File: config.mk
export PLATFORM = sky130hd
export DESIGN_NAME = wr_burst_splitter
export DESIGN_NICKNAME = d
export VERILOG_FILES = /design/src/rtl/wbs_pkg.sv /design/src/rtl/wbs_plan.sv /design/src/rtl/wbs_piece.sv /design/src/rtl/wbs_addr_step.sv /design/src/rtl/wr_burst_splitter.sv
export SDC_FILE = /design/constraint.sdc
export NUM_CORES = 1
export LEC_CHECK = 0
export ABC_AREA = 0
export BUFFER_PORTS_ARGS = -buffer_cell sky130_fd_sc_hd__buf_2
export CAP_MARGIN = 10
export CORE_MARGIN = 10
export CORE_UTILIZATION = 40
export DETAILED_ROUTE_END_ITERATION = 8
export HOLD_SLACK_MARGIN = 0.1
export PLACE_DENSITY = 0.64
export SLEW_MARGIN = 20
export SYNTH_ARGS = -nofsm -noshare
export SYNTH_HDL_FRONTEND = slang
export SYNTH_HIERARCHICAL = 1
export SYNTH_SLANG_ARGS = --single-unit
File: constraint.sdc
create_clock -name clk -period 5.35 [get_ports clk]
set_input_delay 1.07 -clock clk [delete_from_list [all_inputs] [get_ports clk]]
set_output_delay 1.07 -clock clk [all_outputs]
set_load 0.02 [all_outputs]
File: src/rtl/wbs_pkg.sv
package wbs_pkg;
    localparam int STRB_W = 4;
    localparam int LANE_W = $clog2(STRB_W);

    typedef enum logic [1:0] {
        SRC_NONE = 2'd0,
        SRC_HEAD = 2'd1,
        SRC_BODY = 2'd2,
        SRC_TAIL = 2'd3
    } piece_src_e;
endpackage

File: src/rtl/wbs_plan.sv
// Splits a request into head single, body beat count and tail single.
module wbs_plan
    import wbs_pkg::*;
#(
    parameter int LEN_W = 8,
    localparam int CNT_W = LEN_W + 1
) (
    input  logic [LEN_W-1:0]  len,
    input  logic [STRB_W-1:0] first_strb,
    input  logic [STRB_W-1:0] last_strb,
    output logic              head_single,
    output logic              tail_single,
    output logic [CNT_W-1:0]  body_beats,
    output logic [LANE_W-1:0] lane_off
);
    localparam logic [STRB_W-1:0] FULL = '1;

    logic [CNT_W-1:0] total_beats;
    logic [STRB_W-1:0] lane_hit;

    assign total_beats = {1'b0, len} + CNT_W'(1);

    // one lane-select term per byte lane: set only for the lowest asserted lane
    for (genvar g = 0; g < STRB_W; g++) begin : g_lane
        if (g == 0) begin : g_first
            assign lane_hit[g] = first_strb[g];
        end else begin : g_rest
            assign lane_hit[g] = first_strb[g] && (first_strb[g-1:0] == '0);
        end
    end

    always_comb begin
        lane_off = '0;
        for (int i = 0; i < STRB_W; i++) begin
            if (lane_hit[i]) lane_off = LANE_W'(i);
        end
    end

    always_comb begin
        if (len == '0) begin
            head_single = 1'b1;
            tail_single = 1'b0;
            body_beats  = '0;
        end else begin
            head_single = (first_strb != FULL);
            tail_single = (last_strb != FULL);
            body_beats  = total_beats - CNT_W'(head_single) - CNT_W'(tail_single);
        end
    end
endmodule

File: src/rtl/wbs_piece.sv
// Chooses the next command piece from the pending work.
module wbs_piece
    import wbs_pkg::*;
#(
    parameter int CNT_W     = 9,
    parameter int MAX_BURST = 16,
    localparam int BLEN_W   = $clog2(MAX_BURST)
) (
    input  logic              head_pend,
    input  logic              tail_pend,
    input  logic [CNT_W-1:0]  body_rem,
    output piece_src_e        src,
    output logic              is_burst,
    output logic [BLEN_W-1:0] blen,
    output logic [CNT_W-1:0]  beats
);
    logic [CNT_W-1:0] chunk;

    assign chunk = (body_rem > CNT_W'(MAX_BURST)) ? CNT_W'(MAX_BURST) : body_rem;

    always_comb begin
        src      = SRC_NONE;
        is_burst = 1'b0;
        blen     = '0;
        beats    = CNT_W'(1);
        if (head_pend) begin
            src = SRC_HEAD;
        end else if (body_rem != '0) begin
            src   = SRC_BODY;
            beats = chunk;
            if (chunk != CNT_W'(1)) begin
                is_burst = 1'b1;
                blen     = BLEN_W'(chunk - CNT_W'(1));
            end
        end else if (tail_pend) begin
            src = SRC_TAIL;
        end
    end
endmodule

File: src/rtl/wbs_addr_step.sv
// Address of the piece that follows the current one.
module wbs_addr_step #(
    parameter int ADDR_W = 32,
    parameter int CNT_W  = 9
) (
    input  logic [ADDR_W-1:0] cur_addr,
    input  logic              is_burst,
    input  logic [CNT_W-1:0]  beats,
    output logic [ADDR_W-1:0] next_addr
);
    always_comb begin
        if (is_burst) begin
            next_addr = cur_addr + (ADDR_W'(beats) << 2);
        end else begin
            next_addr = {cur_addr[ADDR_W-1:2] + (ADDR_W-2)'(1), 2'b00};
        end
    end
endmodule

File: src/rtl/wr_burst_splitter.sv
module wr_burst_splitter
    import wbs_pkg::*;
#(
    parameter int ADDR_W    = 32,
    parameter int LEN_W     = 8,
    parameter int MAX_BURST = 16,
    localparam int CNT_W    = LEN_W + 1,
    localparam int BLEN_W   = $clog2(MAX_BURST)
) (
    input  logic              clk,
    input  logic              rst_n,
    input  logic              req_valid,
    output logic              req_ready,
    input  logic [ADDR_W-1:0] req_addr,
    input  logic [LEN_W-1:0]  req_len,
    input  logic [STRB_W-1:0] req_first_strb,
    input  logic [STRB_W-1:0] req_last_strb,
    output logic              cmd_valid,
    input  logic              cmd_ready,
    output logic [ADDR_W-1:0] cmd_addr,
    output logic              cmd_burst,
    output logic [BLEN_W-1:0] cmd_blen
);
    typedef struct packed {
        logic              busy;
        logic              head;
        logic              tail;
        logic [CNT_W-1:0]  body;
        logic [ADDR_W-1:0] addr;
    } split_st_t;

    split_st_t st_d, st_q;

    logic              pl_head, pl_tail;
    logic [CNT_W-1:0]  pl_body;
    logic [LANE_W-1:0] pl_off;

    piece_src_e        pc_src;
    logic              pc_burst;
    logic [BLEN_W-1:0] pc_blen;
    logic [CNT_W-1:0]  pc_beats;
    logic [ADDR_W-1:0] step_addr;

    wbs_plan #(.LEN_W(LEN_W)) plan_i (
        .len         (req_len),
        .first_strb  (req_first_strb),
        .last_strb   (req_last_strb),
        .head_single (pl_head),
        .tail_single (pl_tail),
        .body_beats  (pl_body),
        .lane_off    (pl_off)
    );

    wbs_piece #(.CNT_W(CNT_W), .MAX_BURST(MAX_BURST)) piece_i (
        .head_pend (st_q.head),
        .tail_pend (st_q.tail),
        .body_rem  (st_q.body),
        .src       (pc_src),
        .is_burst  (pc_burst),
        .blen      (pc_blen),
        .beats     (pc_beats)
    );

    wbs_addr_step #(.ADDR_W(ADDR_W), .CNT_W(CNT_W)) step_i (
        .cur_addr  (st_q.addr),
        .is_burst  (pc_burst),
        .beats     (pc_beats),
        .next_addr (step_addr)
    );

    always_comb begin
        st_d = st_q;
        if (!st_q.busy) begin
            if (req_valid) begin
                st_d.busy = 1'b1;
                st_d.head = pl_head;
                st_d.tail = pl_tail;
                st_d.body = pl_body;
                st_d.addr = pl_head ? {req_addr[ADDR_W-1:2], pl_off}
                                    : {req_addr[ADDR_W-1:2], 2'b00};
            end
        end else if (cmd_ready) begin
            st_d.addr = step_addr;
            case (pc_src)
                SRC_HEAD: st_d.head = 1'b0;
                SRC_BODY: st_d.body = st_q.body - pc_beats;
                SRC_TAIL: st_d.tail = 1'b0;
                default:  st_d.body = st_q.body;
            endcase
            st_d.busy = st_d.head || st_d.tail || (st_d.body != '0);
        end
    end

    always_ff @(posedge clk) begin
        if (!rst_n) st_q <= '0;
        else        st_q <= st_d;
    end

    assign req_ready = !st_q.busy;
    assign cmd_valid = st_q.busy;
    assign cmd_addr  = st_q.addr;
    assign cmd_burst = pc_burst;
    assign cmd_blen  = pc_blen;
endmodule

==> results.py <==
metrics = {
    "layout": {
        "fill_cells": 1112,
        "n_antenna_cell": 0,
        "nNetsFinal": 698,
        "fin_util_pct": 44.7,
        "area_delta_synth_final_pct": 8.92,
        "layout-drive-gt1-share_pct": 21.2,
    },
    "routing": {
        "drt_iter0_markers": 221,
        "vias": 4150,
        "routed_via_density": 5.52,
        "dr.pass1.iters": 6,
        "drtAntennaViolNets": 0,
        "wire_per_inst_um": 15.5,
        "drt-total-wl_um": 11700,
        "drcViolationCount": 0,
    },
    "synth": {
        "async_reset_ff_share_pct": 0,
        "yosys.area_share.simple_pct": 22.4,
        "synthCells": 571,
        "synth_compound_area_share_pct": 29.7,
        "synth_top_family_by_area": "compound AO/OA/AOI/OAI gates",
        "synth_mux_area_share_pct": 0.703,
        "ys_top_cells_by_area": "dfxtp_1 20%, ha_1 9.0%, a21boi_0 6.1%, a22oi_1 6.1%, buf_4 6.1%",
        "yosys_warnings": 6,
        "synth_edf_count": 0,
        "yosysSeqAreaShare_pct": 19.8,
        "synth-main-ff-cell": "dfxtp_1",
        "avgSynthCellArea_um2": 7.79,
        "ys_ff_latch": 44,
        "yosysTopAreaCellShare_pct": 19.8,
        "synthAdderAreaFrac_pct": 10.4,
        "syn_area_mm2": 0.00445,
        "synthDistinctLibCells": 73,
        "synth_common_cells": "60 x nand2_1, 44 x dfxtp_1, 36 x a21boi_0, 36 x a22oi_1, 36 x buf_4",
        "synthMostInstantiatedCell": "nand2_1",
        "synth_top_area_cell": "dfxtp_1",
        "synth_xor_area_share_pct": 5.32,
    },
    "global_routing": {
        "first_global_vias": 3973,
        "grt_max_degree": 46,
        "track_usage_pct": 14.4,
        "antenna_found_initial": 0,
        "grt_pass1_wl_um": 19800,
        "gr-total-overflow": 0,
    },
    "timing": {
        "worst_pin_slew_ns": 1.16,
        "fin_crit_ns": 4.55,
        "relSlewSlack_pct": 22.5,
        "slew_violations": 0,
        "rsz0062_at_grt": "false",
        "hold_viol": 0,
        "fmax_mhz": 220,
        "finalCritPeriodShare_pct": 85.0,
        "setup_viol": 0,
        "tns_ns": 0,
        "final.setup_skew_ns": 0.0182,
    },
    "clock_tree": {
        "numCtsBuffers": 5,
        "cts_resized": 0,
        "post-cts-setup-buffers": 0,
        "path_clk_slew_ns": 0.10,
        "clk_latency_ns": 0.31,
        "h-tree-depth": 2,
        "cts_tree": "built",
        "cts.sinks": 44,
        "hold_buffers": 0,
        "cts_buffer_depth": 2,
        "clockRootBuffer": "clkbuf_8",
    },
    "worst_setup_path": {
        "max_stage_delay_ns": 0.58,
        "path_class": "flip-flop to flip-flop",
        "worstPathRequired_ns": 5.55,
        "worstRegToRegCells": 19,
        "cp-end-kind": "flip-flop",
        "path_cells": "or4_4 -> nor2_2 -> and2_1 -> ha_1 -> nand2b_1 -> o21ai_0 -> a31oi_1 -> buf_4 -> nand2b_1 -> ha_1 -> inv_1 -> fa_1 -> nor2b_1 -> o2111ai_1 -> a211oi_2 -> o21ai_0 -> xnor2_1 -> a22oi_1 -> a21boi_0",
        "slowest_stage": "or4_4",
        "worstPathMaxFanout": 12,
        "cp-start-kind": "flip-flop",
        "critPathArrivalTime_ns": 4.74,
    },
    "status": {
        "outcome": "finished, final reports clean",
    },
    "pwr": {
        "ir_drop_mv": 0.128,
        "p_int_uw": 739,
        "switching_power_uw": 533,
        "power_switching_share_pct": 41.9,
        "power_frac_comb_pct": 47.3,
        "clock_power_share_pct": 21.2,
        "p_seq_share_pct": 31.5,
        "cellPowerDensity_mw_per_mm2": 263,
        "power.leakage_nw": 2.11,
    },
    "die": {
        "dieArea_mm2": 0.0157,
        "core_mm2": 0.0108,
        "die_x_um": 125,
        "dieHeight_um": 125,
        "initial_utilization_pct": 41.0,
        "pin_count": 91,
        "rows": 38,
    },
    "placement": {
        "io_buffers": 88,
        "dp_hpwl_um": 8940,
        "place_congestion": 0.865,
    },
    "hold_path": {
        "min_path_type": "flip-flop to flip-flop",
        "hold_path_depth": 2,
    },
    "run": {
        "maxCapViolCount": 0,
    },
}
## final cells by class
| type | count | area (um^2) | share of cell area, % |
|---|---|---|---|
| Clock inverter | 3 | 46.3 | 0.956 |
| Tap cell | 140 | 175 | 3.62 |
| Clock buffer | 5 | 68.8 | 1.42 |
| Sequential cell | 44 | 881 | 18.2 |
| Timing Repair Buffer | 93 | 478 | 9.87 |
| Multi-Input combinational cell | 433 | 3070 | 63.3 |
| Inverter | 34 | 128 | 2.63 |
## worst paths after layout
| path | startpoint | end | slack [ns] |
|---|---|---|---|
| max | st_q[39] | cmd_addr[24] | 0.80 |
| min | cmd_addr[1] | cmd_addr[1] | 0.49 |
| max reg2reg | st_q[39] | cmd_addr[24] | 0.80 |
| min reg2reg | cmd_addr[1] | cmd_addr[1] | 0.49 |
## state kept, by name (all words and copies together), names as in the netlist
name and flops:
st_q 11, cmd_addr 32, cmd_valid 1
## metrics by stage
| stage | worst slack, ns | instances | power [mW] | cell area, um^2 | hold slack (ns) |
|---|---|---|---|---|---|
| 2_1_floorplan | 1.15 | 574 | 0.883 | 4460 | 0.450 |
| 3_3_place_gp | 0.993 | 744 | 0.988 | 4730 | 0.468 |
| 3_5_place_dp | 0.882 | 744 | 1.00 | 4730 | 0.476 |
| 4_1_cts | 0.854 | 752 | 1.28 | 4840 | 0.489 |
| 5_1_grt | 0.388 | 752 | 1.37 | 4840 | 0.516 |
| 6_report | 0.805 | 752 | 1.27 | 4840 | 0.486 |
## layer usage
layer  routed length [um]  GRT usage (%)
met5                    0              0
met1                 5680           19.9
met4                   76           2.64
met2                 5320           22.6
met3                  581           3.04
## critical path: cells and delay by family, from the launching register on
kind / cells / cell delay [ns]
xor gates and xnor gates: 1 / 0.16
buffers and inverters: 2 / 0.25
and+or+nand+nor: 6 / 1.47
AOI/OAI and AO/OA: 7 / 1.47
adders and majority gates: 3 / 0.71
DFF: 1 / 0.36
## kinds of logic (layout without fill, tap and decap cells)
family	count (synthesis)	count (layout)
compound gates	180	180
xor+xnor	27	27
fa+ha+maj	35	35
buf+inv	97	135
flops	44	44
mux	3	3
other cells	1	4
simple gates	184	184
## layout by cell type (no fill, tap or decap), types with 15 or more instances in the layout
cell type,n
a21boi_0,36
o21ai_0,16
dfxtp_1,44
nor2_1,29
a21oi_1,25
nand2_1,60
xnor2_1,15
ha_1,32
inv_1,34
a22oi_1,36
buf_2,88
## power groups by stage
stage	Sequential (mW)	Combinational (mW)	Clock (mW)
floorplan	0.394	0.489	0
global placement	0.406	0.582	0
detailed placement	0.407	0.595	0
CTS	0.400	0.599	0.277
global route	0.407	0.673	0.291
finish	0.401	0.601	0.270
(Power assumes the default switching activity.)
